$ cat src/rtl/bsq_pkg.sv
package bsq_pkg;
  typedef enum logic [1:0] {
    LO_PORT = 2'd0,
    LO_ADDR = 2'd1,
    LO_DOUT = 2'd2,
    LO_DIN  = 2'd3
  } lo_mode_e;

  typedef struct packed {
    logic data;
    logic wr;
    logic wide;
    logic ext;
  } cyc_attr_t;
endpackage

$ cat src/rtl/bsq_timing.sv
module bsq_timing #(
  parameter int STATES = 6,
  parameter int PHASES = 2,
  localparam int SW = $clog2(STATES),
  localparam int PW = (PHASES > 1) ? $clog2(PHASES) : 1
) (
  input  logic          clk_i,
  input  logic          rst_ni,
  output logic [SW-1:0] state_o,
  output logic          last_o,
  output logic          mid_o
);
  localparam logic [PW-1:0] PH_LAST = PW'(PHASES - 1);
  localparam logic [SW-1:0] ST_LAST = SW'(STATES - 1);
  localparam logic [SW-1:0] ST_MID  = SW'(STATES / 2 - 1);

  logic [PW-1:0] ph_q;
  logic [SW-1:0] st_q;

  // reset parks on the last tick so the first edge opens a cycle
  always_ff @(posedge clk_i or negedge rst_ni) begin
    if (!rst_ni) begin
      ph_q <= PH_LAST;
      st_q <= ST_LAST;
    end else if (ph_q == PH_LAST) begin
      ph_q <= '0;
      st_q <= (st_q == ST_LAST) ? '0 : st_q + 1'b1;
    end else begin
      ph_q <= ph_q + 1'b1;
    end
  end

  assign state_o = st_q;
  assign last_o  = (ph_q == PH_LAST) && (st_q == ST_LAST);
  assign mid_o   = (ph_q == PH_LAST) && (st_q == ST_MID);
endmodule

$ cat src/rtl/bsq_rst_qual.sv
module bsq_rst_qual #(
  parameter int LIMIT = 24,
  localparam int CW = $clog2(LIMIT + 1)
) (
  input  logic clk_i,
  input  logic rst_ni,
  input  logic pin_i,
  output logic rst_qual_o
);
  localparam logic [CW-1:0] CNT_MAX = CW'(LIMIT);
  logic [CW-1:0] cnt_q;

  always_ff @(posedge clk_i or negedge rst_ni) begin
    if (!rst_ni)             cnt_q <= '0;
    else if (!pin_i)         cnt_q <= '0;
    else if (cnt_q != CNT_MAX) cnt_q <= cnt_q + 1'b1;
  end

  assign rst_qual_o = (cnt_q == CNT_MAX);
endmodule

$ cat src/rtl/bsq_sfr.sv
module bsq_sfr #(
  parameter logic [7:0] LATCH_CTRL_ADDR = 8'h8E,
  parameter logic [7:0] HI_LATCH_ADDR   = 8'hA0
) (
  input  logic       clk_i,
  input  logic       rst_ni,
  input  logic       clr_i,
  input  logic       we_i,
  input  logic [7:0] addr_i,
  input  logic [7:0] wdata_i,
  output logic       alat_dis_o,
  output logic [7:0] hi_latch_o
);
  always_ff @(posedge clk_i or negedge rst_ni) begin
    if (!rst_ni) begin
      alat_dis_o <= 1'b0;
      hi_latch_o <= 8'hFF;
    end else if (clr_i) begin
      alat_dis_o <= 1'b0;
      hi_latch_o <= 8'hFF;
    end else if (we_i) begin
      if (addr_i == LATCH_CTRL_ADDR) alat_dis_o <= wdata_i[0];
      if (addr_i == HI_LATCH_ADDR)   hi_latch_o <= wdata_i;
    end
  end
endmodule

$ cat src/rtl/bsq_cycle.sv
module bsq_cycle
  import bsq_pkg::*;
#(
  parameter int ADDR_W   = 16,
  parameter int INT_SIZE = 4096
) (
  input  logic              clk_i,
  input  logic              rst_ni,
  input  logic              last_i,
  input  logic              mid_i,
  input  logic              code_ext_ni,
  input  logic [ADDR_W-1:0] pc_i,
  input  logic              dreq_i,
  input  logic              dwr_i,
  input  logic              dwide_i,
  input  logic [ADDR_W-1:0] daddr_i,
  output cyc_attr_t         attr_o,
  output logic [ADDR_W-1:0] addr_o
);
  localparam logic [ADDR_W:0] INT_LIM = (ADDR_W+1)'(INT_SIZE);

  logic              ext_d;
  logic [ADDR_W-1:0] daddr_eff;

  assign ext_d     = !code_ext_ni || ({1'b0, pc_i} >= INT_LIM);
  assign daddr_eff = dwide_i ? daddr_i : {{(ADDR_W-8){1'b0}}, daddr_i[7:0]};

  always_ff @(posedge clk_i or negedge rst_ni) begin
    if (!rst_ni) begin
      attr_o <= '0;
      addr_o <= '0;
    end else if (last_i) begin
      attr_o <= '{data: dreq_i, wr: dwr_i, wide: dwide_i, ext: ext_d};
      addr_o <= dreq_i ? daddr_eff : pc_i;
    end else if (mid_i && attr_o.ext && !attr_o.data) begin
      addr_o <= pc_i;  // second fetch of the cycle
    end
  end
endmodule

$ cat src/rtl/bsq_top.sv
module bsq_top
  import bsq_pkg::*;
#(
  parameter int         ADDR_W          = 16,
  parameter int         STATES          = 6,
  parameter int         PHASES          = 2,
  parameter int         INT_SIZE        = 4096,
  parameter int         RST_MCYC        = 2,
  parameter logic [7:0] LATCH_CTRL_ADDR = 8'h8E,
  parameter logic [7:0] HI_LATCH_ADDR   = 8'hA0
) (
  input  logic              clk_i,
  input  logic              rst_ni,
  input  logic              rst_pin_i,
  input  logic              code_ext_ni,
  input  logic [ADDR_W-1:0] pc_i,
  input  logic              dreq_i,
  input  logic              dwr_i,
  input  logic              dwide_i,
  input  logic [ADDR_W-1:0] daddr_i,
  input  logic              sfr_we_i,
  input  logic [7:0]        sfr_addr_i,
  input  logic [7:0]        sfr_wdata_i,
  output logic              alat_o,
  output logic              pfetch_no,
  output logic              rd_no,
  output logic              wr_no,
  output logic [1:0]        lo_mode_o,
  output logic [7:0]        lo_addr_o,
  output logic [ADDR_W-9:0] hi_byte_o,
  output logic              hi_addr_o,
  output logic              rst_qual_o
);
  localparam int CYC = STATES * PHASES;
  localparam int SW  = $clog2(STATES);
  localparam logic [SW-1:0] ST_HALF = SW'(STATES / 2);
  localparam logic [SW-1:0] ST_LAST = SW'(STATES - 1);

  logic [SW-1:0]     state;
  logic              last, mid, alat_dis;
  logic [7:0]        hi_latch;
  cyc_attr_t         attr;
  logic [ADDR_W-1:0] addr;
  lo_mode_e          lo_mode;

  bsq_timing #(.STATES(STATES), .PHASES(PHASES)) u_timing (
    .clk_i, .rst_ni, .state_o(state), .last_o(last), .mid_o(mid)
  );

  bsq_rst_qual #(.LIMIT(RST_MCYC * CYC)) u_rst_qual (
    .clk_i, .rst_ni, .pin_i(rst_pin_i), .rst_qual_o
  );

  bsq_sfr #(.LATCH_CTRL_ADDR(LATCH_CTRL_ADDR), .HI_LATCH_ADDR(HI_LATCH_ADDR)) u_sfr (
    .clk_i, .rst_ni, .clr_i(rst_qual_o), .we_i(sfr_we_i), .addr_i(sfr_addr_i),
    .wdata_i(sfr_wdata_i), .alat_dis_o(alat_dis), .hi_latch_o(hi_latch)
  );

  bsq_cycle #(.ADDR_W(ADDR_W), .INT_SIZE(INT_SIZE)) u_cycle (
    .clk_i, .rst_ni, .last_i(last), .mid_i(mid), .code_ext_ni, .pc_i,
    .dreq_i, .dwr_i, .dwide_i, .daddr_i, .attr_o(attr), .addr_o(addr)
  );

  logic alat_win, alat_en, fetch_win, strobe, addr_state;

  assign addr_state = (state == '0) || (state == ST_HALF);
  // a data cycle drops the second latch pulse
  assign alat_win   = (state == '0) || ((state == ST_HALF) && !attr.data);
  // disable bit is overridden by external fetch and data cycles
  assign alat_en    = attr.ext || attr.data || !alat_dis;
  assign alat_o     = alat_win && alat_en;

  assign fetch_win  = !addr_state;
  assign pfetch_no  = !(attr.ext && !attr.data && fetch_win);

  assign strobe     = attr.data && (state != '0) && (state != ST_LAST);
  assign rd_no      = !(strobe && !attr.wr);
  assign wr_no      = !(strobe && attr.wr);

  always_comb begin
    if (attr.data)     lo_mode = (state == '0) ? LO_ADDR : (attr.wr ? LO_DOUT : LO_DIN);
    else if (attr.ext) lo_mode = addr_state ? LO_ADDR : LO_DIN;
    else               lo_mode = LO_PORT;
  end

  assign lo_mode_o = lo_mode;
  assign lo_addr_o = addr[7:0];
  assign hi_addr_o = (attr.ext && !attr.data) || (attr.data && attr.wide);
  assign hi_byte_o = hi_addr_o ? addr[ADDR_W-1:8] : hi_latch;
endmodule

$ cat config.mk
export PLATFORM = sky130hd
export DESIGN_NAME = bsq_top
export DESIGN_NICKNAME = d
export VERILOG_FILES = /design/src/rtl/bsq_pkg.sv /design/src/rtl/bsq_timing.sv /design/src/rtl/bsq_rst_qual.sv /design/src/rtl/bsq_sfr.sv /design/src/rtl/bsq_cycle.sv /design/src/rtl/bsq_top.sv
export SDC_FILE = /design/constraint.sdc
export NUM_CORES = 1
export LEC_CHECK = 0
export ABC_AREA = 0
export BUFFER_PORTS_ARGS = -buffer_cell sky130_fd_sc_hd__buf_2
export CORE_MARGIN = 4
export CORE_UTILIZATION = 35
export DETAILED_ROUTE_END_ITERATION = 16
export PLACE_DENSITY = 0.72
export RECOVER_POWER = 50
export SKIP_LAST_GASP = 1
export SYNTH_ARGS = -nofsm -noshare
export SYNTH_HDL_FRONTEND = slang
export SYNTH_HIERARCHICAL = 1
export SYNTH_SLANG_ARGS = --single-unit
$ cat constraint.sdc
create_clock -name clk_i -period 2.23 [get_ports clk_i]
set_input_delay 0.223 -clock clk_i [delete_from_list [all_inputs] [get_ports clk_i]]
set_output_delay 0.223 -clock clk_i [all_outputs]
set_load 0.02 [all_outputs]
==> results of run 1 <==
## timing repair
action                                  CTS  global route
buffers inserted                          0             2
hold buffers                              0             0
gates resized for setup                   0             0
endpoints found under the setup margin    0             4
## power groups by stage
stage	Combinational [mW]	Sequential, mW	Clock [mW]
global route	0.251	0.766	0.501
detailed placement	0.233	0.772	0
CTS	0.234	0.760	0.467
finish	0.226	0.759	0.446
floorplan	0.118	0.776	0
global placement	0.228	0.771	0
## flip-flops by register name (all words and copies together) (netlist names)
register / count
u_rst_qual/cnt_q: 5
u_timing/state_o: 3
u_sfr/hi_latch_o: 8
u_timing/ph_q: 1
u_cycle/attr_o: 4
u_sfr/alat_dis_o: 1
u_cycle/addr_o: 16
## Yosys cell counts, types with 3 or more instances
cell | count | share of area, %
mux2i_1 | 13 | 6.0
mux2_2 | 33 | 17
nand2b_1 | 5 | 1.4
xor2_1 | 3 | 1.2
dfrtp_1 | 27 | 31
inv_1 | 13 | 2.3
nand2_1 | 7 | 1.2
nand4_1 | 8 | 2.3
nand3_1 | 3 | 0.69
buf_6 | 6 | 3.1
nor2_1 | 20 | 3.5
o21ai_0 | 10 | 2.3
dfstp_2 | 11 | 13
## how the worst max path moves through the flow
stage                                   start            endpoint  slack (ns)  cells after the start
after floorplan           u_timing/state_o[0]   u_cycle/addr_o[7]        0.16                      7
after global placement    u_timing/state_o[0]   u_cycle/addr_o[5]        0.19                      5
after detailed placement  u_timing/state_o[0]   u_cycle/addr_o[3]        0.10                      5
after CTS                 u_timing/state_o[0]   u_cycle/addr_o[0]        0.09                      5
after global routing        u_cycle/attr_o[3]  u_cycle/addr_o[11]       0.008                      3
final                     u_timing/state_o[0]   u_cycle/addr_o[0]        0.10                      5
## per-layer routing
| layer | GRT usage, % | up-vias |
|---|---|---|
| li1 | - | 831 |
| met2 | 22.04 | 42 |
| met4 | 3.824 | 0 |
| met5 | 0 | - |
| met1 | 16.18 | 816 |
| met3 | 3.612 | 4 |
## layout by cell type (no fill, tap or decap), types with 4 or more instances in the layout
master and n:
mux2i_1 13, o21ai_0 10, dfstp_2 10, clkbuf_1 9, inv_1 13, nand4_1 8, buf_4 4, nand2_1 7
nand2b_1 5, nor2_1 20, mux2_2 33, dfrtp_1 27, clkbuf_8 5, buf_2 71
## cell families after synthesis
family	after synthesis	share of synthesized area (%)
compound gates	17	5.078
xor+xnor	4	1.616
fa+ha+maj	2	1.154
buf+inv	24	6.347
flops	38	44.49
mux	50	25.91
simple gates	60	15.41
## layout make-up
cell class | instances | share of cell area [%]
clock buffers | 6 | 2.712
multi-input cells | 133 | 40.02
well taps | 75 | 3.506
repair buffers | 83 | 15.52
flip-flops and latches | 38 | 36.04
clock inverters | 2 | 0.3740
inverters | 13 | 1.823
==> flow_metrics.py, run 1 <==
metrics = {
    "power_and_ir_drop": {
        "vdd_ir_drop_max_mv": 0.2990,
        "power_mw": 1.431,
        "power_frac_comb_pct": 15.8,
        "swShare_pct": 26.03,
        "p_int_mw": 1.059,
        "power_density_nw_per_um2": 534.7,
        "leakage_nw": 1.267,
        "clkPwrFrac_pct": 31.2,
        "switchingPower_mw": 0.3724,
        "p_seq_share_pct": 53.0,
    },
    "placement": {
        "dpl_cell_area_sq_um": 2589,
        "io_buffer_count": 79,
        "gp_congestion": 0.7330,
        "dp.cells": 340,
        "dp_slack_ns": 0.1048,
        "dp_hpwl_mm": 3.708,
    },
    "drt": {
        "drt_iter0_drc": 101,
        "drc": 0,
        "antenna_left": 0,
        "drt_wl_total_mm": 4.818,
        "post_drt_wl_per_cell_um": 13.77,
        "vias": 1693,
        "routedLengthMet1_mm": 2.079,
        "firstDrtPassIters": 4,
        "met2_length_mm": 2.442,
        "top_layer": "met4",
        "vias_per_cell": 4.837,
        "wl_met3_um": 255,
    },
    "die": {
        "die_h_um": 86.71,
        "initial_core_util_pct": 36.41,
        "core_area_sq_um": 5956,
        "die_area_sq_um": 7519,
        "num_rows": 28,
        "fp.dieW_um": 86.71,
        "ios": 80,
    },
    "layout": {
        "finalCoreUtilization_pct": 44.94,
        "syn_to_final_growth_pct": 23.43,
        "stdcell_count": 350,
        "n_antenna_cell": 0,
        "final_nets": 332,
        "drive_above_1_share_pct": 48.73,
        "ff_latch_area_sq_um": 964.7,
        "fillers": 603,
        "multiInputGateArea_sq_um": 1071,
        "stdcell_area_sq_um": 2676,
    },
    "synthesis": {
        "ys.flop_type": "dfrtp_1",
        "syn_area_sq_um": 2168,
        "ys_warn_count": 6,
        "synth_nets": 253,
        "synth-seq-cells": 38,
        "synth-edff-count": 0,
        "ys_async_sr_fraction_pct": 100.0,
        "synth.distinct_cells": 39,
        "seq_area_frac_synth_pct": 44.49,
        "netlist_instances": 195,
        "avgSynthCellArea_sq_um": 11.12,
    },
    "global_routing": {
        "grt_pass1_wl_mm": 7.748,
        "antenna_found_initial": 0,
        "gr-total-overflow": 0,
        "grt_max_degree": 39,
        "gr-usage-all-layers_pct": 13.03,
        "grt_pass1_vias": 1698,
    },
    "sta": {
        "clock.fmax_mhz": 470.0,
        "fin_crit_sh_pct": 95.42,
        "fin_ws_ns": 0.1021,
        "grt_setup_unrepaired": "false",
        "finalSetupViolCount": 0,
        "hold_violations": 0,
        "maxSlewViolCount": 39,
        "maxSlewHeadroom_pct": -31.82,
        "period_minus_slack_ns": 2.128,
        "holdWs_ns": 0.1516,
        "timing.setup.tns_ns": 0,
        "skew_ns": 0.006087,
        "tightest_slew_ns": 1.977,
    },
    "outcome": {
        "violations": "capacitance limit, slew limit",
        "status": "complete, but fails checks",
    },
    "critical_path": {
        "cp_common_cell": "mux2_2",
        "critPathTopFamily": "simple AND/OR/NAND/NOR gates",
        "path_buf_inv": 0,
        "rr_worst_depth": 5,
        "arrival_ns": 2.29,
        "crit_path_start_kind": "flop",
        "crit_chain": "nand2_2 > nor3b_2 > and2_4 > mux2_2 > mux2_2",
        "critPathKind": "reg2reg",
        "critPathRequiredTime_ns": 2.40,
        "rrSetupSlack_ns": 0.10,
        "crit_fanout": 15,
        "crit_path_top_delay_cell": "dfstp_2",
        "r2r_start": "u_timing/state_o[0]",
        "cp_slowest_stage_delay_ns": 0.64,
        "crit_path_end_kind": "flop",
        "r2r_end": "u_cycle/addr_o[0]",
    },
    "clocking": {
        "clock_latency_ns": 0.28,
        "htreeDepth": 2,
        "clkSinkCount": 38,
        "cts_tree": "built",
        "clk_pin_slew_ns": 0.07,
        "cts_made_buffers": 5,
        "root_buffer": "clkbuf_8",
        "clockBufferDepth": 2,
    },
    "worst_hold_path": {
        "min-delay-path-class": "in2reg",
        "whs_path_depth": 2,
        "min_from": "code_ext_ni",
        "hold_end": "u_cycle/attr_o[0]",
    },
    "job": {
        "max-cap-violations": 1,
    },
}
Power figures use the tool's default switching activity.
==> run 2: changes to the inputs <==
==> constraint.sdc (replaced) <==
create_clock -name clk_i -period 2.23 [get_ports clk_i]
set_input_delay 0.223 -clock clk_i [delete_from_list [all_inputs] [get_ports clk_i]]
set_output_delay 0.223 -clock clk_i [all_outputs]
set_load 0.05 [all_outputs]
==> flow_metrics.py, run 2 (same netlist as run 1, synthesis figures left out) <==
metrics = {
    "outcome": {
        "status": "complete, but fails checks",
        "violations": "capacitance limit, slew limit",
    },
    "sta": {
        "maxSlewHeadroom_pct": -39.16,
        "grt_setup_unrepaired": "false",
        "hold_violations": 0,
        "holdWs_ns": 0.1336,
        "maxSlewViolCount": 39,
        "skew_ns": 0.005444,
        "finalSetupViolCount": 0,
        "clock.fmax_mhz": 472.1,
        "period_minus_slack_ns": 2.118,
        "fin_crit_sh_pct": 94.99,
        "timing.setup.tns_ns": 0,
        "tightest_slew_ns": 2.087,
    },
    "layout": {
        "stdcell_count": 351,
        "stdcell_area_sq_um": 2730,
        "syn_to_final_growth_pct": 25.91,
        "reg_top3": "u_cycle/addr_o (16), u_sfr/hi_latch_o (8), u_rst_qual/cnt_q (5)",
        "layout_commonest_cell": "buf_2",
        "largest_reg_flops": 16,
        "largest-register": "u_cycle/addr_o",
        "n_antenna_cell": 0,
        "layout_common_cells": "buf_2, mux2_2, dfrtp_1",
        "fillers": 606,
        "final_nets": 333,
        "drive_above_1_share_pct": 50.00,
    },
    "critical_path": {
        "arrival_ns": 2.29,
        "critPathKind": "reg2reg",
        "crit_path_start_kind": "flop",
        "critPathRequiredTime_ns": 2.40,
        "crit_path_end_kind": "flop",
        "crit_fanout": 16,
    },
    "placement": {
        "dp.cells": 340,
        "dp_hpwl_mm": 3.806,
        "dpl_cell_area_sq_um": 2595,
        "io_buffer_count": 79,
        "gp_congestion": 0.7405,
    },
    "drt": {
        "drc": 0,
        "post_drt_wl_per_cell_um": 14.34,
        "drt_wl_total_mm": 5.034,
        "vias": 1689,
        "vias_per_cell": 4.812,
        "firstDrtPassIters": 4,
        "antenna_left": 0,
        "drt_iter0_drc": 90,
    },
    "clocking": {
        "ctsResizeCount": 0,
        "cts_made_buffers": 5,
        "cts_tree": "built",
        "holdBufCountCts": 0,
        "clock_latency_ns": 0.29,
        "clockBufferDepth": 2,
        "root_buffer": "clkbuf_8",
        "cts_setup_buffers": 0,
        "clk_pin_slew_ns": 0.07,
        "clkSinkCount": 38,
        "htreeDepth": 2,
    },
    "global_routing": {
        "grt_pass1_vias": 1733,
        "grt_max_degree": 39,
        "grt_pass1_wl_mm": 8.307,
        "gr-total-overflow": 0,
        "gr-usage-all-layers_pct": 13.93,
        "antenna_found_initial": 0,
    },
    "power_and_ir_drop": {
        "power_density_nw_per_um2": 599.3,
        "leakage_nw": 1.293,
        "power_mw": 1.636,
        "vdd_ir_drop_max_mv": 0.4098,
    },
    "die": {
        "initial_core_util_pct": 36.41,
        "fp.dieW_um": 86.71,
        "core_area_sq_um": 5956,
        "die_area_sq_um": 7519,
        "die_h_um": 86.71,
        "num_rows": 28,
        "ios": 80,
    },
    "job": {
        "max-cap-violations": 1,
    },
    "worst_hold_path": {
        "min-delay-path-class": "in2reg",
    },
}
run 2: cell types whose count changed in the layout (fill, tap and decap cells not counted), sizes merged:
cell    change
buf         +4
clkbuf      -2
clkinv      -2
bufinv      +1
run 2: cell type report:
cell class / instances / area (sq um) / share of cell area [%]
clock inverters: 1 / 30.03 / 1.100
repair buffers: 84 / 439.2 / 16.09
clock buffers: 7 / 76.32 / 2.796
flip-flops and latches: 38 / 964.7 / 35.33
inverters: 13 / 48.80 / 1.787
multi-input cells: 133 / 1077 / 39.46
well taps: 75 / 93.84 / 3.437
run 2: per-stage QoR:
step	util, %	worst slack [ns]
floorplan	-	0.1034
global placement	43.57	0.1648
detailed placement	43.57	0.1041
CTS	45.36	0.04584
global route	45.84	0.001647
finish	45.84	0.1117
run 2: worst max-delay path: stages (launching register included):
cell and delay, ns:
dfstp_2 0.63, nand2_2 0.10, nor3b_2 0.31, and2_4 0.33, mux2_2 0.36, mux2_2 0.26
run 2: power breakdown:
part	total (mW)	switching [mW]	internal (mW)
Combinational	0.298	0.183	0.115
Clock	0.580	0.245	0.335
Sequential	0.758	0.0260	0.732
Total	1.64	0.454	1.18
run 2: metal layers:
metal | vias up | routed length (um) | track usage (%)
met3 | 6 | 244 | 3.612
met4 | 0 | 51 | 3.399
met2 | 38 | 2547 | 23.57
met5 | - | 0 | 0
met1 | 806 | 2192 | 17.75
li1 | 839 | - | -
run 2: path summary, 6_finish.rpt:
kind | slack (ns) | depth (start not counted) | from | to
setup / recovery | 0.11 | 5 | u_timing/state_o[0] | u_cycle/addr_o[5]
hold / removal | 0.13 | 2 | code_ext_ni | u_cycle/attr_o[0]
setup reg to reg | 0.11 | 5 | u_timing/state_o[0] | u_cycle/addr_o[5]
hold reg to reg | 0.51 | 1 | u_timing/ph_q | u_timing/ph_q
max in group asynchronous | 0.50 | 1 | rst_ni | u_cycle/addr_o[11]
min in group asynchronous | 0.52 | 1 | rst_ni | u_cycle/addr_o[6]
==> run 3: changes to the inputs <==
--- a/config.mk
+++ b/config.mk
@@ -10,10 +10,9 @@
 export CORE_MARGIN = 4
 export CORE_UTILIZATION = 35
 export DETAILED_ROUTE_END_ITERATION = 16
-export PLACE_DENSITY = 0.72
+export PLACE_DENSITY = 0.73
 export RECOVER_POWER = 50
 export SKIP_LAST_GASP = 1
 export SYNTH_ARGS = -nofsm -noshare
 export SYNTH_HDL_FRONTEND = slang
-export SYNTH_HIERARCHICAL = 1
 export SYNTH_SLANG_ARGS = --single-unit
==> flow_metrics.py, run 3 <==
metrics = {
    "synthesis": {
        "ys_async_sr_fraction_pct": 100.0,
        "synthSimpleGateAreaFrac_pct": 13.92,
        "synth_top_area_cell": "dfrtp_1",
        "yosysTopAreaCellShare_pct": 31.84,
        "synthMuxAreaShare_pct": 21.93,
        "yosys-top-cells-area": "dfrtp_1, mux2_2, dfstp_2, nand2_1, mux2i_1",
        "seq_area_frac_synth_pct": 45.46,
        "synth-edff-count": 0,
        "ys_warn_count": 0,
        "synth_nets": 258,
        "netlist_instances": 199,
        "syn_area_sq_um": 2122,
        "synthTopCellsByCount": "mux2_2, dfrtp_1, nand2_1",
        "synthAdderAreaFrac_pct": 1.769,
        "synth.distinct_cells": 37,
        "synth-seq-cells": 38,
        "synth_compound_area_share_pct": 7.311,
        "synth_xor_area_share_pct": 2.064,
        "synth_top_family_by_area": "multiplexers",
        "synth.most_common_cell": "mux2_2",
        "avgSynthCellArea_sq_um": 10.66,
        "ys.flop_type": "dfrtp_1",
    },
    "layout": {
        "layout_common_cells": "buf_2, mux2_2, nand2_1, dfrtp_1, o21ai_0",
        "largest-register": "u_cycle.addr_o",
        "syn_to_final_growth_pct": 21.70,
        "drive_above_1_share_pct": 47.04,
        "reg_top3": "u_cycle.addr_o (16), u_sfr.hi_latch_o (8), u_rst_qual.cnt_q (5)",
        "largest_reg_flops": 16,
        "n_antenna_cell": 0,
        "fillers": 577,
        "final_nets": 328,
        "finalCoreUtilization_pct": 43.88,
        "layout_commonest_cell": "buf_2",
    },
    "clocking": {
        "cts_setup_buffers": 0,
        "clkSinkCount": 38,
        "ctsResizeCount": 0,
        "holdBufCountCts": 0,
        "htreeDepth": 2,
        "cts_tree": "built",
        "clk_pin_slew_ns": 0.07,
        "cts_made_buffers": 5,
        "root_buffer": "clkbuf_8",
        "clockBufferDepth": 2,
        "clock_latency_ns": 0.28,
    },
    "placement": {
        "io_buffer_count": 79,
        "gp_congestion": 0.7826,
        "dp_hpwl_mm": 3.596,
    },
    "global_routing": {
        "antenna_found_initial": 0,
        "grt_max_degree": 39,
        "grt_pass1_wl_mm": 7.755,
        "gr-usage-all-layers_pct": 13.24,
        "gr-total-overflow": 0,
        "grt_pass1_vias": 1644,
    },
    "drt": {
        "firstDrtPassIters": 4,
        "vias": 1669,
        "drc": 0,
        "vias_per_cell": 4.838,
        "antenna_left": 0,
        "drt_wl_total_mm": 4.716,
        "post_drt_wl_per_cell_um": 13.67,
        "drt_iter0_drc": 56,
    },
    "outcome": {
        "violations": "capacitance limit, slew limit",
        "status": "complete, but fails checks",
    },
    "die": {
        "die_h_um": 85.87,
        "die_area_sq_um": 7373,
        "initial_core_util_pct": 36.05,
        "core_area_sq_um": 5886,
        "num_rows": 28,
        "fp.dieW_um": 85.87,
        "ios": 80,
    },
    "sta": {
        "fin_crit_sh_pct": 93.08,
        "maxSlewHeadroom_pct": -32.89,
        "skew_ns": 0.004579,
        "grt_setup_unrepaired": "false",
        "maxSlewViolCount": 39,
        "period_minus_slack_ns": 2.076,
        "hold_violations": 0,
        "timing.setup.tns_ns": 0,
        "clock.fmax_mhz": 481.8,
        "finalSetupViolCount": 0,
        "tightest_slew_ns": 1.993,
    },
    "critical_path": {
        "crit_path_top_delay_cell": "dfrtp_1",
        "crit_fanout": 9,
        "critPathRequiredTime_ns": 2.01,
        "crit_path_end_kind": "primary output",
        "arrival_ns": 1.85,
        "cp_slowest_stage_delay_ns": 0.45,
        "critPathTopFamily": "flip-flops",
        "crit_chain": "nand2b_1 > a21boi_2 > buf_4 > mux2_2 > buf_2",
        "critPathKind": "reg2out",
        "crit_path_start_kind": "flop",
        "path_buf_inv": 2,
    },
    "power_and_ir_drop": {
        "leakage_nw": 1.222,
        "p_int_mw": 1.087,
        "vdd_ir_drop_max_mv": 0.3168,
        "power_frac_comb_pct": 18.9,
        "swShare_pct": 28.25,
        "p_seq_share_pct": 49.9,
        "clkPwrFrac_pct": 31.2,
        "power_density_nw_per_um2": 586.6,
        "switchingPower_mw": 0.4280,
    },
    "job": {
        "max-cap-violations": 1,
    },
    "worst_hold_path": {
        "min-delay-path-class": "in2reg",
    },
}
## run 3: cell types whose count changed in the layout (fill, tap and decap cells not counted), moves of 4 or more
cell,before,now
mux2i_1,13,9
nand4_1,8,1
o21ai_0,10,17
nand2_1,7,27
inv_1,13,9
nor2_1,20,6
## run 3: per-layer routing
metal / track usage [%] / vias to the layer above / share of wire (%)
met5: 0 / - / 0
met4: 3.597 / 0 / 1.1
met3: 3.746 / 5 / 7.7
met2: 21.09 / 59 / 45
met1: 17.62 / 786 / 46
li1: - / 819 / -
## run 3: worst paths after layout
path                                         from             endpoint  slack [ns]  depth (start not counted)
worst min register to register  u_cycle.addr_o[5]    u_cycle.addr_o[5]        0.51                          1
worst max register to register      u_timing.ph_q    u_cycle.addr_o[7]        0.22                          4
max in group asynchronous                  rst_ni  u_rst_qual.cnt_q[4]        0.59                          1
worst max-delay path            u_cycle.attr_o[3]         hi_byte_o[1]        0.15                          5
worst min-delay path                  code_ext_ni    u_cycle.attr_o[0]        0.12                          2
min in group asynchronous                  rst_ni    u_cycle.attr_o[2]        0.50                          1
## run 3: cell families (layout without fill, tap and decap cells)
kind of cell / after synthesis / in the layout
flops: 38 / 38
xor+xnor: 5 / 5
buf+inv: 27 / 98
fa+ha+maj: 3 / 3
simple gates: 57 / 57
compound gates: 27 / 27
mux: 42 / 42
## run 3: cell type report
class	instances	area, sq um	share of cell area, %
clock buffer	7	86.33	3.343
timing repair buffer	81	401.6	15.55
multi-input combinational	134	997.2	38.61
clock inverter	1	5.005	0.1938
inverter	9	33.78	1.308
sequential	38	964.7	37.35
tap	75	93.84	3.634
## run 3: power groups by stage
stage                     registers [mW]  clock network, mW  logic [mW]
final                              0.756              0.473       0.286
after global placement             0.767                  0       0.289
after detailed placement           0.768                  0       0.293
after global routing               0.760              0.522       0.313
after floorplan                    0.760                  0       0.205
after CTS                          0.756              0.496       0.293
## run 3: stage by stage
| stage | power (mW) | instances | setup slack (ns) | hold slack (ns) | area (sq um) |
|---|---|---|---|---|---|
| floorplan | 0.9642 | 199 | 0.1764 | -0.07259 | 2122 |
| global placement | 1.056 | 337 | 0.3407 | 0.3723 | 2500 |
| detailed placement | 1.061 | 337 | 0.3070 | 0.3856 | 2500 |
| CTS | 1.545 | 345 | 0.1349 | 0.07406 | 2591 |
| global route | 1.595 | 345 | 0.06076 | 0.1193 | 2582 |
| finish | 1.515 | 345 | 0.1543 | 0.1198 | 2582 |
